File: config.mk
export PLATFORM = sky130hd
export DESIGN_NAME = can_tx_frame
export DESIGN_NICKNAME = d
export VERILOG_FILES = /design/src/rtl/can_tx_pkg.sv /design/src/rtl/can_tx_crc.sv /design/src/rtl/can_tx_stuff.sv /design/src/rtl/can_tx_bitsel.sv /design/src/rtl/can_tx_frame.sv
export SDC_FILE = /design/constraint.sdc
export NUM_CORES = 1
export LEC_CHECK = 0
export BUFFER_PORTS_ARGS = -buffer_cell sky130_fd_sc_hd__buf_2
export CAP_MARGIN = 30
export CORE_AREA = 2 2 165 167
export CTS_CLUSTER_SIZE = 10
export DETAILED_ROUTE_END_ITERATION = 7
export DIE_AREA = 0 0 167 169
export PLACE_DENSITY_LB_ADDON = 0.08
export SETUP_SLACK_MARGIN = 0.1
export SYNTH_ARGS = -nofsm -noshare
export SYNTH_HDL_FRONTEND = slang
export SYNTH_SLANG_ARGS = --single-unit
File: constraint.sdc
create_clock -name clk -period 6.25 [get_ports clk]
set_clock_uncertainty 0.1 [all_clocks]
set_input_delay 0.625 -clock clk [delete_from_list [all_inputs] [get_ports clk]]
set_output_delay 0.625 -clock clk [all_outputs]
set_load 0.005 [all_outputs]
File: src/rtl/can_tx_pkg.sv
package can_tx_pkg;
  typedef enum logic [1:0] {PH_IDLE, PH_ARM, PH_BODY, PH_TAIL} phase_t;
  localparam int CRC_W = 15;
  localparam logic [CRC_W-1:0] CRC_POLY = 15'h4599;
endpackage

File: src/rtl/can_tx_crc.sv
module can_tx_crc #(
  parameter int W = can_tx_pkg::CRC_W,
  parameter logic [W-1:0] POLY = can_tx_pkg::CRC_POLY
) (
  input  logic         clk,
  input  logic         rst,
  input  logic         clear,
  input  logic         en,
  input  logic         bit_in,
  output logic [W-1:0] crc
);
  function automatic logic [W-1:0] crc_step(input logic [W-1:0] c, input logic b);
    logic fb;
    fb = b ^ c[W-1];
    return {c[W-2:0], 1'b0} ^ (fb ? POLY : '0);
  endfunction

  // clear restarts the register from zero on the same edge as the first bit
  always_ff @(posedge clk) begin
    if (rst) crc <= '0;
    else if (en) crc <= crc_step(clear ? '0 : crc, bit_in);
  end
endmodule

File: src/rtl/can_tx_stuff.sv
module can_tx_stuff #(
  parameter int RUN = 5
) (
  input  logic clk,
  input  logic rst,
  input  logic en,
  input  logic restart,
  input  logic bit_in,
  output logic need_stuff,
  output logic run_bit
);
  localparam int CNT_W = $clog2(RUN + 1);
  logic [CNT_W-1:0] cnt_q;

  // run length of the bits already placed on the line
  always_ff @(posedge clk) begin
    if (rst) begin
      cnt_q   <= '0;
      run_bit <= 1'b1;
    end else if (en) begin
      run_bit <= bit_in;
      if (restart || bit_in != run_bit) cnt_q <= CNT_W'(1);
      else if (cnt_q != CNT_W'(RUN)) cnt_q <= cnt_q + CNT_W'(1);
    end
  end

  assign need_stuff = (cnt_q == CNT_W'(RUN));
endmodule

File: src/rtl/can_tx_bitsel.sv
module can_tx_bitsel #(
  parameter int ID_W      = 11,
  parameter int LEN_W     = 4,
  parameter int MAX_BYTES = 8,
  parameter int CRC_W     = 15,
  parameter int POS_W     = 7
) (
  input  logic [POS_W-1:0]       pos,
  input  logic [POS_W-1:0]       dend,
  input  logic [ID_W-1:0]        id,
  input  logic                   rtr,
  input  logic [LEN_W-1:0]       dlc,
  input  logic [8*MAX_BYTES-1:0] data,
  input  logic [CRC_W-1:0]       crc,
  output logic                   bit_out
);
  localparam int HDR    = ID_W + 4 + LEN_W;
  localparam int DBITS  = 8 * MAX_BYTES;
  localparam int ID_IW  = (ID_W  > 1) ? $clog2(ID_W)  : 1;
  localparam int LEN_IW = (LEN_W > 1) ? $clog2(LEN_W) : 1;
  localparam int DAT_IW = (DBITS > 1) ? $clog2(DBITS) : 1;
  localparam int CRC_IW = $clog2(CRC_W);

  // unstuffed bit number -> line value
  always_comb begin
    int p, d, k;
    p = int'(pos);
    d = int'(dend);
    k = p - HDR;
    bit_out = 1'b1;
    if (p == 0)                 bit_out = 1'b0;
    else if (p <= ID_W)         bit_out = id[ID_IW'(ID_W - p)];
    else if (p == ID_W + 1)     bit_out = rtr;
    else if (p <= ID_W + 3)     bit_out = 1'b0;
    else if (p < HDR)           bit_out = dlc[LEN_IW'(HDR - 1 - p)];
    else if (p < d)             bit_out = data[DAT_IW'(8 * (k / 8) + 7 - (k % 8))];
    else if (p < d + CRC_W)     bit_out = crc[CRC_IW'(CRC_W - 1 - (p - d))];
  end
endmodule

File: src/rtl/can_tx_frame.sv
module can_tx_frame #(
  parameter int ID_W      = 11,
  parameter int LEN_W     = 4,
  parameter int MAX_BYTES = 8,
  parameter int STUFF_RUN = 5,
  parameter int EOF_BITS  = 7,
  parameter int IFS_BITS  = 3
) (
  input  logic                   clk,
  input  logic                   rst,
  input  logic                   bit_tick,
  input  logic                   start,
  input  logic [ID_W-1:0]        id,
  input  logic                   rtr,
  input  logic [LEN_W-1:0]       dlc,
  input  logic [8*MAX_BYTES-1:0] data,
  input  logic                   rx,
  output logic                   tx,
  output logic                   busy,
  output logic                   done,
  output logic                   arb_lost,
  output logic                   ack_err
);
  import can_tx_pkg::*;

  localparam int HDR_BITS  = ID_W + 4 + LEN_W;
  localparam int DATA_BITS = 8 * MAX_BYTES;
  localparam int BODY_MAX  = HDR_BITS + DATA_BITS + CRC_W;
  localparam int TAIL_BITS = 3 + EOF_BITS + IFS_BITS;
  localparam int POS_MAX   = (BODY_MAX > TAIL_BITS) ? BODY_MAX : TAIL_BITS;
  localparam int POS_W     = $clog2(POS_MAX + 1);
  localparam int NB_W      = $clog2(MAX_BYTES + 1);
  localparam int ARB_LAST  = ID_W + 1;
  localparam int ACK_SLOT  = 1;
  localparam int EOF_LAST  = 2 + EOF_BITS;

  phase_t                 phase_q;
  logic [POS_W-1:0]       pos_q, pos_nxt, dend, body_last;
  logic [ID_W-1:0]        id_q;
  logic                   rtr_q;
  logic [LEN_W-1:0]       dlc_q;
  logic [DATA_BITS-1:0]   data_q;
  logic [NB_W-1:0]        nb_q, nb_in;
  logic                   tx_q, busy_q, done_q, arb_q, ack_q, stuff_q;
  logic [CRC_W-1:0]       crc;
  logic                   fbit, need_stuff, run_bit;
  logic                   arm_go, in_arb, lost, at_end;
  logic                   st_en, st_bit, crc_en, crc_bit;

  // byte count: none for a remote request, clamped at MAX_BYTES otherwise
  always_comb begin
    if (rtr)                        nb_in = '0;
    else if (int'(dlc) > MAX_BYTES) nb_in = NB_W'(MAX_BYTES);
    else                            nb_in = NB_W'(dlc);
  end

  assign dend      = POS_W'(HDR_BITS + 8 * int'(nb_q));
  assign body_last = dend + POS_W'(CRC_W - 1);
  assign pos_nxt   = pos_q + POS_W'(1);
  assign arm_go    = (phase_q == PH_ARM) && bit_tick;
  assign in_arb    = (phase_q == PH_BODY) && !stuff_q && (pos_q != '0) &&
                     (pos_q <= POS_W'(ARB_LAST));
  assign lost      = bit_tick && in_arb && tx_q && !rx;
  assign at_end    = (pos_q == body_last);

  assign st_en   = arm_go || (bit_tick && phase_q == PH_BODY && !lost && (need_stuff || !at_end));
  assign st_bit  = arm_go ? 1'b0 : (need_stuff ? ~run_bit : fbit);
  assign crc_en  = arm_go || (bit_tick && phase_q == PH_BODY && !lost && !need_stuff &&
                              !at_end && (pos_nxt < dend));
  assign crc_bit = arm_go ? 1'b0 : fbit;

  can_tx_bitsel #(
    .ID_W(ID_W), .LEN_W(LEN_W), .MAX_BYTES(MAX_BYTES), .CRC_W(CRC_W), .POS_W(POS_W)
  ) u_sel (
    .pos(pos_nxt), .dend(dend), .id(id_q), .rtr(rtr_q), .dlc(dlc_q),
    .data(data_q), .crc(crc), .bit_out(fbit)
  );

  can_tx_crc #(.W(CRC_W), .POLY(CRC_POLY)) u_crc (
    .clk(clk), .rst(rst), .clear(arm_go), .en(crc_en), .bit_in(crc_bit), .crc(crc)
  );

  can_tx_stuff #(.RUN(STUFF_RUN)) u_stuff (
    .clk(clk), .rst(rst), .en(st_en), .restart(arm_go), .bit_in(st_bit),
    .need_stuff(need_stuff), .run_bit(run_bit)
  );

  always_ff @(posedge clk) begin
    if (rst) begin
      phase_q <= PH_IDLE;
      pos_q   <= '0;
      id_q    <= '0;
      rtr_q   <= 1'b0;
      dlc_q   <= '0;
      data_q  <= '0;
      nb_q    <= '0;
      tx_q    <= 1'b1;
      busy_q  <= 1'b0;
      done_q  <= 1'b0;
      arb_q   <= 1'b0;
      ack_q   <= 1'b0;
      stuff_q <= 1'b0;
    end else begin
      done_q <= 1'b0;
      case (phase_q)
        PH_IDLE: if (start) begin
          id_q    <= id;
          rtr_q   <= rtr;
          dlc_q   <= dlc;
          data_q  <= data;
          nb_q    <= nb_in;
          busy_q  <= 1'b1;
          arb_q   <= 1'b0;
          ack_q   <= 1'b0;
          phase_q <= PH_ARM;
        end
        PH_ARM: if (bit_tick) begin
          phase_q <= PH_BODY;
          pos_q   <= '0;
          tx_q    <= 1'b0;
          stuff_q <= 1'b0;
        end
        PH_BODY: if (bit_tick) begin
          if (lost) begin
            phase_q <= PH_IDLE;
            tx_q    <= 1'b1;
            busy_q  <= 1'b0;
            arb_q   <= 1'b1;
          end else if (need_stuff) begin
            tx_q    <= ~run_bit;
            stuff_q <= 1'b1;
          end else if (at_end) begin
            phase_q <= PH_TAIL;
            pos_q   <= '0;
            tx_q    <= 1'b1;
            stuff_q <= 1'b0;
          end else begin
            pos_q   <= pos_nxt;
            tx_q    <= fbit;
            stuff_q <= 1'b0;
          end
        end
        PH_TAIL: if (bit_tick) begin
          if (pos_q == POS_W'(ACK_SLOT) && rx) ack_q <= 1'b1;
          if (pos_q == POS_W'(EOF_LAST)) done_q <= 1'b1;
          if (pos_q == POS_W'(TAIL_BITS - 1)) begin
            phase_q <= PH_IDLE;
            busy_q  <= 1'b0;
          end else begin
            pos_q <= pos_nxt;
          end
        end
        default: phase_q <= PH_IDLE;
      endcase
    end
  end

  assign tx       = tx_q;
  assign busy     = busy_q;
  assign done     = done_q;
  assign arb_lost = arb_q;
  assign ack_err  = ack_q;
endmodule

==> flow_metrics.env <==
export IMPL_cp_slowest_cell="ha_1"
export IMPL_drtIter0Drc=207
export IMPL_worst_pin_slew_ns=0.9397
export IMPL_final_util=0.2964
export IMPL_synth_simple_area_share=0.1974
export IMPL_cp_required_ns=6.46
export IMPL_fillCellCount=2806
export IMPL_clock_sinks=118
export IMPL_critPathLaunchType="flop"
export IMPL_grt_usage=0.1331
export IMPL_wl_um=18490
export IMPL_grt_pass1_vias=5552
export IMPL_yosys_area_top_type="dfxtp_1"
export IMPL_io_buffers=89
export IMPL_fmax_ghz=0.1847
export IMPL_cts_hold_buf=0
export IMPL_grt_max_degree=87
export IMPL_ys_warn_count=0
export IMPL_synth_mux_area_frac=0.1039
export IMPL_synth_top_family_by_area="simple AND/OR/NAND/NOR gates"
export IMPL_dr_pass1_iters=5
export IMPL_setup_violations=0
export IMPL_met1_usage=0.1768
export IMPL_r2r_cells=18
export IMPL_holdWs_ns=0.3408
export IMPL_status="completed"
export IMPL_grt_pass1_wl_um=29860
export IMPL_synthAdderAreaFrac=0.05398
export IMPL_min_from="data[45]"
export IMPL_gp_congestion=0.8500
export IMPL_initial_utilization=0.2449
export IMPL_numCtsBuffers=17
export IMPL_drive_gt1_frac=0.2055
export IMPL_area_growth_synth_to_final_pct=21.03
export IMPL_cp_arrival_ns=5.62
export IMPL_synth_compound_area_share=0.1806
export IMPL_yosysUniqueCellTypes=76
export IMPL_maxCapViolCount=0
export IMPL_grt_use_met2=0.2194
export IMPL_ys_seq_area_frac=0.3640
export IMPL_period_share=0.8661
export IMPL_clock_latency_ns=0.41
export IMPL_clkSlewWorstSetupHoldPaths_ns=0.06
export IMPL_synthTopCellsByCount="189 x nand2_1, 118 x dfxtp_1, 112 x a21oi_1"
export IMPL_dpl_hpwl_um=12910
export IMPL_synth_edf_count=0
export IMPL_critPathCapture="u_stuff.cnt_q[0]"
export IMPL_setup_tns_final_ns=0
export IMPL_crit_top_cell="ha_1"
export IMPL_fp_row_count=60
export IMPL_timing_rr_end="u_stuff.cnt_q[0]"
export IMPL_hold_path_class="primary input to flop"
export IMPL_cts_setup_buffers=0
export IMPL_antenna_found_initial=1
export IMPL_worstPathCellList="ha_1 -> xnor2_4 -> ha_1 -> nor2b_4 -> nor3_1 -> nor2_4 -> nor2_1 -> ha_1 -> ha_1 -> ha_1 -> or2_1 -> nor4_1 -> a21oi_1 -> a41o_1 -> a211oi_2 -> nor2_4 -> xor2_2 -> o21a_1"
export IMPL_syn_area_per_cell_um2=8.517
export IMPL_met3_usage=0.03180
export IMPL_reg2reg_from="pos_q[1]"
export IMPL_synthesis_area_mm2=0.006490
export IMPL_vias_per_cell=4.675
export IMPL_routed_via_count=5531
export IMPL_cts_root_buf="clkbuf_16"
export IMPL_die_h_um=169
export IMPL_r2r_setup_slack_ns=0.84
export IMPL_ys_ff_latch=118
export IMPL_dieArea_mm2=0.02822
export IMPL_cts_resized=0
export IMPL_clockBufferDepth=2
export IMPL_ir_worst_vdd_uv=165.0
export IMPL_core_area_mm2=0.02650
export IMPL_synth_most_common_cell="nand2_1"
export IMPL_wl_per_cell_um=15.63
export IMPL_rsz0062_at_grt="no"
export IMPL_powerDensity_mw_per_mm2=346.0
export IMPL_syn_nets=875
export IMPL_postRouteAntennaNets=0
export IMPL_slowest_delay_ns=0.60
export IMPL_crit_start="pos_q[1]"
export IMPL_slew_violations=0
export IMPL_crit_fanout=10
export IMPL_gr_max_usage_layer="met2"
export IMPL_die_x_um=167
export IMPL_end_kind="flop"
export IMPL_final_nets=943
export IMPL_cts_tree="yes"
export IMPL_synth_xor_area_share=0.05186
export IMPL_period_minus_slack_ns=5.413
export IMPL_p_leak_uw=0.003114
export IMPL_yosys_area_top_type_share=0.3640
export IMPL_grt_overflow=0
export IMPL_ios=90
export IMPL_synth_area_leaders="dfxtp_1 36%, nand2_1 11%, a21oi_1 8.6%"
export IMPL_synthFlopType="dfxtp_1"
export IMPL_finalHoldViolCount=0
export IMPL_synthArstFlopShare=0
export IMPL_relSlewSlack=0.3736
export IMPL_synth_cells=762
export IMPL_n_antenna_cell=0
export IMPL_route_detailed_drc=0
export IMPL_htree_levels=4
export IMPL_criticalPathCategory="flop to flop"
==> power by group <==
group	total (uW)	internal [uW]	switching, uW
Combinational	693	265	428
Clock	1100	711	386
Sequential	927	865	62.7
==> registers in the layout, indices dropped and copies added (netlist names) <==
signal / count
u_stuff.run_bit: 1
rtr_q: 1
data_q: 64
pos_q: 7
ack_err: 1
arb_lost: 1
tx: 1
busy: 1
id_q: 11
dlc_q: 4
stuff_q: 1
phase_q: 2
done: 1
u_crc.crc: 15
nb_q: 4
u_stuff.cnt_q: 3
==> per-stage QoR <==
step / total power (uW) / std cells / area, um^2 / setup slack [ns]
finish: 2718 / 1183 / 7855 / 0.8371
global route: 2894 / 1183 / 7855 / 0.4934
CTS: 2763 / 1183 / 7855 / 0.8277
detailed placement: 1651 / 1152 / 7207 / 0.8536
global placement: 1640 / 1151 / 7187 / 1.028
floorplan: 1457 / 762 / 6490 / 1.685
==> routing by layer <==
layer | share of wire | vias up
li1 | - | 2803
met1 | 0.48 | 2610
met2 | 0.47 | 102
met3 | 0.041 | 14
met4 | 0.0085 | 2
met5 | 0.00038 | -
==> how the worst min path moves through the flow <==
stage / endpoint / slack, ns / cells past startpoint
2_1_floorplan: data_q[14] / 0.33 / 2
3_3_place_gp: data_q[18] / 0.34 / 2
3_5_place_dp: data_q[58] / 0.35 / 2
4_1_cts: data_q[42] / 0.32 / 3
5_1_grt: data_q[51] / 0.33 / 3
6_report: data_q[45] / 0.34 / 3
==> critical path, delay by kind of cell, from the launching register on <==
family | cells | cell delay (ns)
AO/OA/AOI/OAI | 4 | 0.96
XOR/XNOR | 2 | 0.38
adder cells (fa/ha/maj) | 5 | 1.74
flip-flops | 1 | 0.54
AND/OR/NAND/NOR | 7 | 1.59
==> kinds of logic after synthesis <==
logic type	count (synthesis)
AO/OA/AOI/OAI	192
XOR/XNOR	24
adder cells (fa/ha/maj)	28
buffers and inverters	66
flip-flops	118
multiplexers	37
AND/OR/NAND/NOR	297
==> placed cells by master (no fill, tap or decap), drive strengths merged, types with 4 or more instances in the layout <==
master / instances
nor3: 11
a21oi: 113
xor2: 9
ha: 28
nand3: 9
buf: 99
a21boi: 5
bufinv: 5
inv: 20
clkbuf: 17
nand2b: 6
dfxtp: 118
nand4: 6
o21a: 6
mux2i: 14
or3: 4
a22oi: 9
mux4: 22
nand2: 189
o21ai: 23
nor4: 4
nor2: 49
a211oi: 10
xnor2: 9
xnor3: 5
==> layout make-up <==
type / instances / area, um^2 / share of cell area
tap: 341 / 426.7 / 0.05432
timing repair buffer: 99 / 535.5 / 0.06817
multi-input combinational: 578 / 3819 / 0.4861
clock inverter: 14 / 222.7 / 0.02835
inverter: 16 / 62.56 / 0.007964
sequential: 118 / 2364 / 0.3009
clock buffer: 17 / 425.4 / 0.05416
Power figures use the tool's default switching activity.
